===== config.mk =====
export PLATFORM = sky130hd
export DESIGN_NAME = cfg_spi_regfile
export DESIGN_NICKNAME = d
export VERILOG_FILES = /design/src/rtl/cfg_spi_pkg.sv /design/src/rtl/spi_pin_sync.sv /design/src/rtl/spi_frame_ctrl.sv /design/src/rtl/cfg_regbank.sv /design/src/rtl/cfg_spi_regfile.sv
export SDC_FILE = /design/constraint.sdc
export NUM_CORES = 1
export LEC_CHECK = 0
export BUFFER_PORTS_ARGS = -buffer_cell sky130_fd_sc_hd__buf_2
export CAP_MARGIN = 20
export CORE_MARGIN = 5
export CORE_UTILIZATION = 56
export CTS_CLUSTER_DIAMETER = 200
export DETAILED_ROUTE_END_ITERATION = 8
export PLACE_DENSITY = 0.73
export SLEW_MARGIN = 20
export SYNTH_ARGS = -nofsm -noshare
export SYNTH_HDL_FRONTEND = slang
export SYNTH_SLANG_ARGS = --single-unit

===== constraint.sdc =====
create_clock -name clk -period 6.7 [get_ports clk]
set_clock_uncertainty 0.2 [all_clocks]
set_input_delay 0.67 -clock clk [delete_from_list [all_inputs] [get_ports clk]]
set_output_delay 0.67 -clock clk [all_outputs]
set_load 0.01 [all_outputs]

===== src/rtl/cfg_spi_pkg.sv =====
package cfg_spi_pkg;

  localparam int INSTR_W = 16;
  localparam int ADDR_W  = INSTR_W - 3;

  typedef enum logic {
    PH_INSTR = 1'b0,
    PH_DATA  = 1'b1
  } phase_e;

  localparam logic [1:0] LEN_STREAM = 2'b11;

  // Shift one received bit into a byte in the selected order.
  function automatic logic [7:0] shift_in(input logic [7:0] cur, input logic bit_in,
                                          input logic lsb);
    return lsb ? {bit_in, cur[7:1]} : {cur[6:0], bit_in};
  endfunction

  // Bit of a byte sent at serial position idx (0 = first bit on the wire).
  function automatic logic pick_bit(input logic [7:0] b, input logic [2:0] idx,
                                    input logic lsb);
    return lsb ? b[idx] : b[3'd7 - idx];
  endfunction

  // Number of data bytes for a counted length code, minus one.
  function automatic logic [1:0] bytes_left_init(input logic [1:0] code);
    return code;
  endfunction

endpackage


===== src/rtl/spi_pin_sync.sv =====
module spi_pin_sync #(
  parameter int W       = 3,
  parameter int STAGES  = 2,
  parameter logic [W-1:0] RST_VAL = '0
) (
  input  logic         clk,
  input  logic         rst_n,
  input  logic [W-1:0] din,
  output logic [W-1:0] dout
);

  logic [STAGES-1:0][W-1:0] pipe_q;

  always_ff @(posedge clk or negedge rst_n) begin
    if (!rst_n) begin
      for (int k = 0; k < STAGES; k++) pipe_q[k] <= RST_VAL;
    end else begin
      pipe_q[0] <= din;
      for (int k = 1; k < STAGES; k++) pipe_q[k] <= pipe_q[k-1];
    end
  end

  assign dout = pipe_q[STAGES-1];

endmodule


===== src/rtl/spi_frame_ctrl.sv =====
module spi_frame_ctrl
  import cfg_spi_pkg::*;
(
  input  logic              clk,
  input  logic              rst_n,
  input  logic              sclk_s,
  input  logic              csn_s,
  input  logic              sdi_s,
  input  logic              lsb_first,
  input  logic [7:0]        rd_data,
  output logic [ADDR_W-1:0] rd_addr,
  output logic              wr_stb,
  output logic [ADDR_W-1:0] wr_addr,
  output logic [7:0]        wr_data,
  output logic              sdo,
  output logic              sdo_oe
);

  phase_e            phase;
  logic              sclk_d;
  logic [2:0]        bit_cnt;
  logic              instr_hi_done;
  logic [7:0]        sh;
  logic [7:0]        instr_hi;
  logic              rw;
  logic [1:0]        len_code;
  logic [1:0]        left;
  logic [ADDR_W-1:0] addr;
  logic [7:0]        out_byte;

  // Named internal events.
  logic              rise_evt, bit_evt, byte_done, instr_done, data_done;
  logic              abort_evt, stream_end_evt, count_end;
  logic [7:0]        sh_next;
  logic [INSTR_W-1:0] instr_word;

  assign rise_evt       = sclk_s & ~sclk_d;
  assign bit_evt        = rise_evt & ~csn_s;
  assign byte_done      = bit_evt && (bit_cnt == 3'd7);
  assign abort_evt      = csn_s && (bit_cnt != 3'd0);
  assign stream_end_evt = csn_s && (bit_cnt == 3'd0) && (phase == PH_DATA) &&
                          (len_code == LEN_STREAM);
  assign sh_next        = shift_in(sh, sdi_s, lsb_first && (phase == PH_DATA));
  assign instr_word     = {instr_hi, sh_next};
  assign instr_done     = byte_done && (phase == PH_INSTR) && instr_hi_done;
  assign data_done      = byte_done && (phase == PH_DATA);
  assign count_end      = (len_code != LEN_STREAM) && (left == 2'd0);

  assign rd_addr = instr_done ? instr_word[ADDR_W-1:0] : addr + ADDR_W'(1);
  assign wr_stb  = data_done && !rw;
  assign wr_addr = addr;
  assign wr_data = sh_next;
  assign sdo_oe  = (phase == PH_DATA) && rw && !csn_s;
  assign sdo     = pick_bit(out_byte, bit_cnt, lsb_first);

  always_ff @(posedge clk or negedge rst_n) begin
    if (!rst_n) begin
      sclk_d <= 1'b0;
    end else begin
      sclk_d <= sclk_s;
    end
  end

  always_ff @(posedge clk or negedge rst_n) begin
    if (!rst_n) begin
      phase         <= PH_INSTR;
      bit_cnt       <= '0;
      instr_hi_done <= 1'b0;
      sh            <= '0;
      instr_hi      <= '0;
      rw            <= 1'b0;
      len_code      <= '0;
      left          <= '0;
      addr          <= '0;
      out_byte      <= '0;
    end else if (abort_evt) begin
      phase         <= PH_INSTR;
      bit_cnt       <= '0;
      instr_hi_done <= 1'b0;
      sh            <= '0;
    end else if (stream_end_evt) begin
      phase         <= PH_INSTR;
      instr_hi_done <= 1'b0;
    end else if (bit_evt) begin
      sh      <= sh_next;
      bit_cnt <= bit_cnt + 3'd1;
      if (byte_done) begin
        if (phase == PH_INSTR) begin
          if (!instr_hi_done) begin
            instr_hi      <= sh_next;
            instr_hi_done <= 1'b1;
          end else begin
            rw            <= instr_word[INSTR_W-1];
            len_code      <= instr_word[INSTR_W-2:INSTR_W-3];
            left          <= bytes_left_init(instr_word[INSTR_W-2:INSTR_W-3]);
            addr          <= instr_word[ADDR_W-1:0];
            phase         <= PH_DATA;
            instr_hi_done <= 1'b0;
            out_byte      <= rd_data;
          end
        end else begin
          addr     <= addr + ADDR_W'(1);
          out_byte <= rd_data;
          if (count_end) begin
            phase <= PH_INSTR;
          end else if (len_code != LEN_STREAM) begin
            left <= left - 2'd1;
          end
        end
      end
    end
  end

  // Checks placed next to the frame logic.
  assert_abort_resets_R5: assert property (@(posedge clk) disable iff (!rst_n)
    abort_evt |=> (bit_cnt == 3'd0) && (phase == PH_INSTR) && !sdo_oe);

  assert_read_turnaround_R7: assert property (@(posedge clk) disable iff (!rst_n)
    (instr_done && instr_word[INSTR_W-1] && !csn_s) |=> sdo_oe);

  assert_addr_steps_R3: assert property (@(posedge clk) disable iff (!rst_n)
    data_done |=> (addr == $past(addr) + ADDR_W'(1)));

  assert_stream_closes_R4: assert property (@(posedge clk) disable iff (!rst_n)
    stream_end_evt |=> (phase == PH_INSTR) && !sdo_oe && !wr_stb);

  assert_no_write_in_read_R7: assert property (@(posedge clk) disable iff (!rst_n)
    sdo_oe |-> !wr_stb);

endmodule


===== src/rtl/cfg_regbank.sv =====
module cfg_regbank
  import cfg_spi_pkg::*;
#(
  parameter int BUF_FIRST = 8'h08,
  parameter int BUF_LAST  = 8'h22,
  parameter int CFG_ADDR  = 8'h00,
  parameter int IDXA_ADDR = 8'h04,
  parameter int IDXB_ADDR = 8'h05,
  parameter int XFER_ADDR = 8'hFF,
  parameter int DCS_ADDR  = 8'h09,
  parameter logic [7:0] DCS_RST = 8'h01,
  parameter int LSB_BIT   = 6,
  localparam int NUM_BUF  = BUF_LAST - BUF_FIRST + 1
) (
  input  logic                 clk,
  input  logic                 rst_n,
  input  logic                 wr_stb,
  input  logic [ADDR_W-1:0]    wr_addr,
  input  logic [7:0]           wr_data,
  input  logic [ADDR_W-1:0]    rd_addr,
  output logic [7:0]           rd_data,
  output logic                 lsb_first,
  output logic                 dcs_enable,
  output logic [7:0]           idx_a,
  output logic [7:0]           idx_b,
  output logic [NUM_BUF*8-1:0] active_flat
);

  localparam logic [ADDR_W-1:0] A_CFG  = ADDR_W'(CFG_ADDR);
  localparam logic [ADDR_W-1:0] A_IDXA = ADDR_W'(IDXA_ADDR);
  localparam logic [ADDR_W-1:0] A_IDXB = ADDR_W'(IDXB_ADDR);
  localparam logic [ADDR_W-1:0] A_XFER = ADDR_W'(XFER_ADDR);
  localparam int DCS_IDX = DCS_ADDR - BUF_FIRST;

  logic [NUM_BUF-1:0][7:0] shadow_q;
  logic [NUM_BUF-1:0][7:0] active_q;
  logic [7:0]              cfg_q, idxa_q, idxb_q;
  logic                    xfer_pend;
  logic                    copy_evt;
  logic                    buf_hit;

  assign copy_evt = xfer_pend;

  always_comb begin
    buf_hit = 1'b0;
    for (int i = 0; i < NUM_BUF; i++) begin
      if (wr_addr == ADDR_W'(BUF_FIRST + i)) buf_hit = 1'b1;
    end
  end

  // One shadow/active pair per buffered register.
  for (genvar i = 0; i < NUM_BUF; i++) begin : g_buf
    localparam logic [ADDR_W-1:0] MY_ADDR = ADDR_W'(BUF_FIRST + i);
    localparam logic [7:0]        MY_RST  = (BUF_FIRST + i == DCS_ADDR) ? DCS_RST : 8'h00;
    logic [7:0] sh_r, act_r;
    always_ff @(posedge clk or negedge rst_n) begin
      if (!rst_n) begin
        sh_r  <= MY_RST;
        act_r <= MY_RST;
      end else begin
        if (wr_stb && (wr_addr == MY_ADDR)) sh_r <= wr_data;
        if (copy_evt) act_r <= sh_r;
      end
    end
    assign shadow_q[i] = sh_r;
    assign active_q[i] = act_r;
  end

  // Unstaged registers and the self-clearing transfer bit.
  always_ff @(posedge clk or negedge rst_n) begin
    if (!rst_n) begin
      cfg_q     <= '0;
      idxa_q    <= '0;
      idxb_q    <= '0;
      xfer_pend <= 1'b0;
    end else begin
      if (wr_stb && (wr_addr == A_CFG))  cfg_q  <= wr_data;
      if (wr_stb && (wr_addr == A_IDXA)) idxa_q <= wr_data;
      if (wr_stb && (wr_addr == A_IDXB)) idxb_q <= wr_data;
      xfer_pend <= wr_stb && (wr_addr == A_XFER) && wr_data[0];
    end
  end

  always_comb begin
    rd_data = 8'h00;
    if (rd_addr == A_CFG)       rd_data = cfg_q;
    else if (rd_addr == A_IDXA) rd_data = idxa_q;
    else if (rd_addr == A_IDXB) rd_data = idxb_q;
    else if (rd_addr == A_XFER) rd_data = {7'b0, xfer_pend};
    else begin
      for (int i = 0; i < NUM_BUF; i++) begin
        if (rd_addr == ADDR_W'(BUF_FIRST + i)) rd_data = shadow_q[i];
      end
    end
  end

  assign lsb_first   = cfg_q[LSB_BIT];
  assign idx_a       = idxa_q;
  assign idx_b       = idxb_q;
  assign dcs_enable  = active_q[DCS_IDX][0];
  assign active_flat = active_q;

  // Checks placed next to the staging logic.
  assert_active_held_R8: assert property (@(posedge clk) disable iff (!rst_n)
    !copy_evt |=> $stable(active_q));

  assert_copy_takes_shadow_R9: assert property (@(posedge clk) disable iff (!rst_n)
    copy_evt |=> (active_q == $past(shadow_q)));

  assert_xfer_selfclear_R9: assert property (@(posedge clk) disable iff (!rst_n)
    xfer_pend |=> !xfer_pend);

  assert_unmapped_ignored_R12: assert property (@(posedge clk) disable iff (!rst_n)
    (wr_stb && !buf_hit) |=> $stable(shadow_q));

endmodule


===== src/rtl/cfg_spi_regfile.sv =====
module cfg_spi_regfile
  import cfg_spi_pkg::*;
#(
  parameter int BUF_FIRST   = 8'h08,
  parameter int BUF_LAST    = 8'h22,
  parameter int SYNC_STAGES = 2,
  localparam int NUM_BUF    = BUF_LAST - BUF_FIRST + 1
) (
  input  logic                 clk,
  input  logic                 rst_n,
  input  logic                 spi_sclk,
  input  logic                 spi_csn,
  input  logic                 sdio_in,
  output logic                 sdio_out,
  output logic                 sdio_oe,
  output logic                 lsb_first,
  output logic                 dcs_enable,
  output logic [7:0]           chan_idx_a,
  output logic [7:0]           chan_idx_b,
  output logic [NUM_BUF*8-1:0] active_cfg
);

  logic [2:0]        pins_s;
  logic [ADDR_W-1:0] rd_addr, wr_addr;
  logic [7:0]        rd_data, wr_data;
  logic              wr_stb;

  spi_pin_sync #(
    .W       (3),
    .STAGES  (SYNC_STAGES),
    .RST_VAL (3'b010)
  ) u_sync (
    .clk   (clk),
    .rst_n (rst_n),
    .din   ({spi_sclk, spi_csn, sdio_in}),
    .dout  (pins_s)
  );

  spi_frame_ctrl u_ctrl (
    .clk       (clk),
    .rst_n     (rst_n),
    .sclk_s    (pins_s[2]),
    .csn_s     (pins_s[1]),
    .sdi_s     (pins_s[0]),
    .lsb_first (lsb_first),
    .rd_data   (rd_data),
    .rd_addr   (rd_addr),
    .wr_stb    (wr_stb),
    .wr_addr   (wr_addr),
    .wr_data   (wr_data),
    .sdo       (sdio_out),
    .sdo_oe    (sdio_oe)
  );

  cfg_regbank #(
    .BUF_FIRST (BUF_FIRST),
    .BUF_LAST  (BUF_LAST)
  ) u_regs (
    .clk         (clk),
    .rst_n       (rst_n),
    .wr_stb      (wr_stb),
    .wr_addr     (wr_addr),
    .wr_data     (wr_data),
    .rd_addr     (rd_addr),
    .rd_data     (rd_data),
    .lsb_first   (lsb_first),
    .dcs_enable  (dcs_enable),
    .idx_a       (chan_idx_a),
    .idx_b       (chan_idx_b),
    .active_flat (active_cfg)
  );

endmodule


==> metrics.md, run 1 <==
| Metric | Value |
|---|---|
| Setup bufs post-CTS | 0 |
| # port buffers | 240 |
| Slowest-stage cell, CP | a32oi_2 |
| Die Y | 212 um |
| CP endpoint kind | flip-flop |
| First-pass GRT wire length | roughly 130 mm |
| TritonRoute pass-1 iters | 7 |
| PD cells | between 200 and 250 nW/um^2 |
| Final #Nets | 2,337 |
| Gr ovfl total | 0 |
| Peak supply drop | between 200 and 250 uV |
| Sw frac | 23.0% |
| Non-Filler Instances | approximately 2,900 |
| Setup TNS | 0 ns |
| CTS tree | built |
| Fin Hold WS | 0.162 ns |
| Final worst slack | 1.46 ns |
| WP data required | 6.97 ns |
| Cells on worst reg2reg path | 12 |
| GRT Overall Usage | 37.7% |
| CTS root buf | clkbuf_16 |
| Vias/cell | between 6 and 7 |
| Clock power share | 45.9% |
| Routed wire length | 84.6 mm |
| Wire per inst | a little under 30 um |
| CP Cell Sequence | ha_1 -> ha_1 -> and4bb_1 -> nand2_4 -> a32oi_2 -> nor2_1 -> a222oi_1 -> nor2_1 -> a2111oi_2 -> a211oi_1 -> a211oi_1 -> a21oi_1 |
| Worst EP arrival | 5.51 ns |
| Drc violations | 0 |
| Final ANT Viol Nets | 0 |
| Final Hold Viols | 0 |
| CORE AREA | 40,600 um^2 |
| Seq. cell area | 12,800 um^2 |
| Fraction of layout cells with a size suffix above 1 | 27.0% |
| Status | complete, no violations |
| Vias in the first global route | 18,700 |
| Die ar. | about 45,000 um^2 |
| First-iteration detailed-routing DRC count | around 2,300 |
| Seq cells post-synth | 511 |
| Max incr delay on CP | 0.82 ns |
| Clock latency on the worst-skew pair | 0.61 ns |
| Final Cycle Share | 78.2% |
| Total CTS buffers | 50 |
| Largest net degree at the start of global routing | between 150 and 200 |
| Reg clk slew, reported paths | around 0.070 ns |
| Synth unique cells | 96 |
| Synth warn | 0 |
| Cells after synthesis | 2,130 |
| Worst-Margin Slew | 1.13 ns |
| Final setup fails | 0 |
| Asr flop ratio synth | 100% |
| Rel. slew slack | 24.8% |
| CP startpoint kind | flip-flop |
| Seq pwr share | roughly 51% |
| Post-Syn Area per Cell | roughly 11 um^2 |
| Comb power frac | 3.5% |
| HP Class | reg -> reg |
| Cts hold-fix bufs | 4 |
| Worst Hold Path Cells | 0 |
| Final min period | 5.24 ns |
| Footprint of the multi-input gates | 9440 um^2 |
| Most frequent cells in the layout | dfrtp_1 (506), nand2_1 (353), o21ai_0 (298), buf_2 (239), mux2_2 (218) |
| Row cnt | 74 |
| Detailed Place HPWL | 61.8 mm |
| Area Growth Syn to Fin | 15.0% |
| Initial Util | 56.3% |
| Final count of pins violating max slew | 0 |
| Max Fanout on Critical Path | 37 |
| TritonCTS Sinks | 511 |
| Cell area after synthesis | 22,800 um^2 |
| Pre-CTS setup slack | 1.61 ns |
| Commonest non-fill, non-tap cell in the layout | dfrtp_1 |
| Sequential fraction of the synthesis area | 56.0% |
| H-tree depth | 2 |
| F_max | 191 MHz |
| P_sw | roughly 1.4 mW |
| Count of flip-flops with a built-in enable after synthesis | 0 |
| Max cap viols | 0 |
| Die Width | 212 um |
| Critical path class | reg -> reg |
| Synth Flop Type | dfrtp_1 |
| Initial antenna violation count | 2 |
| PostCTS Resize Cnt | 0 |
| RSZ-0062 raised after global routing | false |
| Dpl cells | between 2,000 and 3,000 |
| Gpl congestion | slightly above 1 |
| Net Count, Synth | 2,143 |
| Vias | 18,900 |
| Leakage | 12.5 nW |
| Fin util | 64.7% |
| CTS max path bufs | 3 |
| IO Pins | 241 |
| Pint | 4.78 mW |
| Filler Cell Count | 3,120 |
[cells in the mapped netlist, types with 13 or more instances]
cell / number / area, um^2
nand4_1: 13 / 81.3
mux2_2: 218 / 2450
nor4_1: 14 / 87.6
a21oi_1: 50 / 250
nand2_1: 353 / 1330
nand2b_1: 14 / 87.6
a211oi_1: 17 / 128
mux2i_1: 16 / 160
a22oi_1: 15 / 113
nor2_1: 80 / 300
o2111ai_1: 18 / 158
dfrtp_1: 507 / 12700
nor3_1: 55 / 275
nand3_1: 38 / 190
o21ai_0: 298 / 1490
inv_1: 31 / 116
o22ai_1: 18 / 113
clkbuf_1: 109 / 409
buf_2: 14 / 70.1
[per-stage QoR]
step,total power [mW],cell area (um^2)
after CTS,6.24,26200
after floorplan,3.26,22800
after global routing,6.39,26200
after detailed placement,3.41,24500
after global placement,3.41,24500
final,6.21,26200
[metal layers]
layer  track usage [%]  routed length [um]  vias to the layer above
met4              13.9                3310                        4
met5                 0                  27                        -
met2              57.6               38100                     1142
met1              53.7               34400                     9452
met3              8.30                8720                      209
li1                  -                   -                     8087
[final cells by class]
| type | instances | area share [%] |
|---|---|---|
| repair buffers | 281 | 5.97 |
| multi-input cells | 1449 | 36.0 |
| inverters | 31 | 0.443 |
| diodes | 1 | 0.00953 |
| clock inverters | 17 | 0.725 |
| clock buffers | 73 | 5.59 |
| flip-flops and latches | 511 | 48.7 |
| well taps | 532 | 2.54 |
[power by group through the flow]
stage / Combinational [mW] / Sequential [mW] / Clock, mW
floorplan: 0.0950 / 3.17 / 0
finish: 0.220 / 3.14 / 2.85
CTS: 0.220 / 3.14 / 2.88
global route: 0.241 / 3.14 / 3.01
detailed placement: 0.217 / 3.19 / 0
global placement: 0.213 / 3.19 / 0
[logic make-up after synthesis]
logic type / synth area share, %
simple gates: 13.1
compound gates: 15.2
flops: 56.0
mux: 11.9
buf+inv: 3.07
fa+ha+maj: 0.438
xor+xnor: 0.192
[path summary, 6_finish.rpt]
check,startpoint,endpoint,slack [ns]
hold reg to reg,u_sync.pipe_q[0]$_DFF_PN0_,u_sync.dout[0]$_DFF_PN0_,0.16
min in group asynchronous,rst_n,u_regs.g_buf[15].act_r[3]$_DFFE_PN0P_,0.57
setup / recovery,u_ctrl.bit_cnt[0]$_DFFE_PN0P_,u_ctrl.out_byte[5]$_DFFE_PN0P_,1.46
setup reg to reg,u_ctrl.bit_cnt[0]$_DFFE_PN0P_,u_ctrl.out_byte[5]$_DFFE_PN0P_,1.46
max in group asynchronous,rst_n,u_regs.copy_evt$_DFF_PN0_,4.21
hold / removal,u_sync.pipe_q[0]$_DFF_PN0_,u_sync.dout[0]$_DFF_PN0_,0.16
[worst max-delay path, delay by kind of cell, from the launching register on]
family	cells	cell delay [ns]
AO/OA/AOI/OAI	6	2.43
AND/OR/NAND/NOR	4	1.50
flip-flops	1	0.55
adder cells (fa/ha/maj)	2	0.39
Power figures use the tool's default switching activity.
==> run 2: changes to the inputs <==
--- a/config.mk
+++ b/config.mk
@@ -5,13 +5,14 @@
 export SDC_FILE = /design/constraint.sdc
 export NUM_CORES = 1
 export LEC_CHECK = 0
+export ABC_AREA = 1
 export BUFFER_PORTS_ARGS = -buffer_cell sky130_fd_sc_hd__buf_2
 export CAP_MARGIN = 20
 export CORE_MARGIN = 5
 export CORE_UTILIZATION = 56
 export CTS_CLUSTER_DIAMETER = 200
 export DETAILED_ROUTE_END_ITERATION = 8
-export PLACE_DENSITY = 0.73
+export PLACE_DENSITY = 0.74
 export SLEW_MARGIN = 20
 export SYNTH_ARGS = -nofsm -noshare
 export SYNTH_HDL_FRONTEND = slang
==> constraint.sdc (replaced) <==
create_clock -name clk -period 5.4 [get_ports clk]
set_clock_uncertainty 0.2 [all_clocks]
set_input_delay 0.54 -clock clk [delete_from_list [all_inputs] [get_ports clk]]
set_output_delay 0.54 -clock clk [all_outputs]
set_load 0.01 [all_outputs]
==> run 2 against run 1 <==
Non-clock buffer count is 11 lower. Sequential cell count stayed put. Wire length is 16% lower.
==> metrics.md, run 2 <==
| Metric | Value |
|---|---|
| Status | complete, no violations |
| Pre-CTS setup slack | 0.573 ns (-1.04 ns) |
| # port buffers | 240 (unchanged) |
| CTS root buf | clkbuf_16 |
| F_max | 201 MHz (+5.1%) |
| Initial Util | 56.8% (+0.51 points) |
| Wire per inst | 21.6 um (-26%) |
| H-tree depth | 2 (unchanged) |
| Synth top area share | 56.1% (+0.51 points) |
| TritonRoute pass-1 iters | 6 (-1) |
| Vias in the first global route | 18,400 (-1.5%) |
| Max cap viols | 0 (unchanged) |
| Clock power share | 46.2% (+0.3 points) |
| Sequential fraction of the synthesis area | 56.5% (+0.52 points) |
| Setup bufs post-CTS | 0 (unchanged) |
| Max Fanout on Critical Path | 17 (-54%) |
| HP Class | reg -> reg |
| Most common cell in the netlist | nand2_1 |
| Drc violations | 0 (unchanged) |
| Commonest non-fill, non-tap cell in the layout | nand2_1 |
| First-pass GRT wire length | 110 mm (-12%) |
| Largest cells by area after synthesis | dfrtp_1 (56%), nand2_1 (9.9%), o21ai_0 (7.1%) |
| Vias/cell | 5.77 (-12%) |
| P_sw | 1.82 mW (+28%) |
| Largest net degree at the start of global routing | 170 (-1.2%) |
| Final #Nets | 2,738 (+17%) |
| Asr flop ratio synth | 100% (unchanged) |
| Leakage | 12.7 nW (+1.7%) |
| Synth area leader | dfrtp_1 |
| Die ar. | 44,500 um^2 (-0.87%) |
| CORE AREA | 39,800 um^2 (-1.8%) |
| Sw frac | 23.3% (+0.31 points) |
| Critical path class | reg -> reg |
| Vias | 19,000 (+0.47%) |
| GRT Overall Usage | 31.8% (-5.9 points) |
| CP top delay family | simple AND/OR/NAND/NOR gates |
| Cts hold-fix bufs | 4 (unchanged) |
| Final ANT Viol Nets | 0 (unchanged) |
| Commonest cells in the netlist | nand2_1 (594), dfrtp_1 (507), o21ai_0 (320) |
| Synth unique cells | 41 (-57%) |
| Clock latency on the worst-skew pair | 0.60 ns (about the same) |
| Routed wire length | 71.1 mm (-16%) |
| CP startpoint kind | flip-flop |
| Final worst slack | 0.414 ns (-1.05 ns) |
| Post-Syn Area per Cell | 8.97 um^2 (-16%) |
| CP endpoint kind | flip-flop |
| RSZ-0062 raised after global routing | false |
| Most frequent cells in the layout | nand2_1 (594), dfrtp_1 (506), o21ai_0 (320), buf_2 (239), inv_1 (221) |
| Net Count, Synth | 2,535 (+18%) |
| Synth warn | 0 (unchanged) |
| Reg clk slew, reported paths | 0.06 ns (about the same) |
| First-iteration detailed-routing DRC count | 2,147 (-5.5%) |
| Final setup fails | 0 (unchanged) |
| Pint | 6.00 mW (+26%) |
| Seq cells post-synth | 511 (unchanged) |
| Detailed Place HPWL | 50.7 mm (-18%) |
| Worst EP arrival | 5.27 ns (-0.24 ns) |
| Row cnt | 73 (-1.4%) |
| Cell area after synthesis | 22,600 um^2 (-0.92%) |
| Final Cycle Share | 92.3% (+14 points) |
| Max incr delay on CP | 0.55 ns (-0.27 ns) |
| Cells after synthesis | 2,522 (+18%) |
| CTS tree | built |
| PD cells | 301 nW/um^2 (+27%) |
| TritonCTS Sinks | 511 (unchanged) |
| Peak supply drop | 215 uV (-11%) |
| Slowest-stage cell, CP | dfrtp_1 |
| WP data required | 5.68 ns (-1.29 ns) |
| Die Width | 211 um (-0.44%) |
| IO Pins | 241 (unchanged) |
| Top cell by count, worst path | nand2_1 |
| Gpl congestion | 1.03 (+0.60%) |
| Antenna cell count | 0 (-1) |
| PostCTS Resize Cnt | 0 (unchanged) |
| Worst-Margin Slew | 1.08 ns (-0.0498 ns) |
| Final count of pins violating max slew | 0 (unchanged) |
| Count of flip-flops with a built-in enable after synthesis | 0 (unchanged) |
| CTS max path bufs | 3 (unchanged) |
| Comb power frac | 4.3% (+0.8 points) |
| Gr ovfl total | 0 (unchanged) |
| Setup TNS | 0 ns (unchanged) |
| Crit path buf inv count | 3 (+3) |
| Total CTS buffers | 51 (+2.0%) |
| Area Growth Syn to Fin | 14.9% (about the same) |
| Fraction of layout cells with a size suffix above 1 | 20.0% (-7.0 points) |
| Initial antenna violation count | 0 (-2) |
| Fin Hold WS | 0.147 ns (-0.0151 ns) |
| Final Hold Viols | 0 (unchanged) |
| Seq pwr share | 49.5% (-1.1 points) |
| Synth Flop Type | dfrtp_1 |
| Rel. slew slack | 28.1% (+3.2 points) |
| Final min period | 4.99 ns (-0.255 ns) |
| Die Y | 211 um (-0.44%) |
run 2: cell count changes after synthesis, sizes merged, moves of 39 or more:
cell,before,now
inv,31,246
nor2,82,210
nand4,15,54
a21oi,50,110
nand3,40,100
nand2,355,609
mux2,218,123
run 2: stage by stage:
stage | utilization, % | power (mW) | instance area (um^2) | std cells
final | 65.3 | 7.83 | 26000 | 3288
after global routing | 65.3 | 8.07 | 26000 | 3288
after CTS | 65.3 | 7.86 | 26000 | 3288
after detailed placement | 60.9 | 4.27 | 24300 | 3193
after global placement | 60.9 | 4.27 | 24300 | 3193
after floorplan | - | 4.07 | 22600 | 2522
run 2: cells by family after synthesis:
logic type	synth area share, %
DFF	56.5
muxes	6.12
xor gates and xnor gates	0.194
AOI/OAI and AO/OA	10.7
adders and majority gates	0.442
buffers and inverters	6.34
and+or+nand+nor	19.7
run 2: per-layer routing:
metal,vias to the layer above,global-route usage [%],routed length (um)
met3,180,5.50,5440
met1,9299,44.7,29700
met4,0,10.5,2400
met5,-,0,0
met2,871,50.9,33600
li1,8633,-,-
run 2: power by group through the flow:
stage | Clock, mW | Combinational (mW) | Sequential (mW)
after floorplan | 0 | 0.138 | 3.93
after global placement | 0 | 0.329 | 3.94
after detailed placement | 0 | 0.330 | 3.94
after CTS | 3.65 | 0.334 | 3.87
after global routing | 3.83 | 0.367 | 3.87
final | 3.62 | 0.335 | 3.87
run 2: path summary, 6_finish.rpt:
| kind | cells after the start | from | slack, ns | to |
|---|---|---|---|---|
| setup / recovery | 30 | u_ctrl.bit_cnt[0]$_DFFE_PN0P_ | 0.41 | u_ctrl.out_byte[7]$_DFFE_PN0P_ |
| hold / removal | 0 | u_sync.pipe_q[2]$_DFF_PN0_ | 0.15 | u_sync.dout[2]$_DFF_PN0_ |
| setup reg to reg | 30 | u_ctrl.bit_cnt[0]$_DFFE_PN0P_ | 0.41 | u_ctrl.out_byte[7]$_DFFE_PN0P_ |
| hold reg to reg | 0 | u_sync.pipe_q[2]$_DFF_PN0_ | 0.15 | u_sync.dout[2]$_DFF_PN0_ |
| max in group asynchronous | 3 | rst_n | 3.32 | u_regs.g_buf[11].act_r[6]$_DFFE_PN0P_ |
| min in group asynchronous | 2 | rst_n | 0.34 | u_regs.g_buf[16].act_r[5]$_DFFE_PN0P_ |
run 2: area by class of cell:
type | instances | area (um^2)
repair buffers | 270 | 1500
clock inverters | 24 | 280
flip-flops and latches | 511 | 12800
well taps | 525 | 657
inverters | 249 | 940
fillers | 3332 | 13800
clock buffers | 67 | 1420
multi-input cells | 1642 | 8400
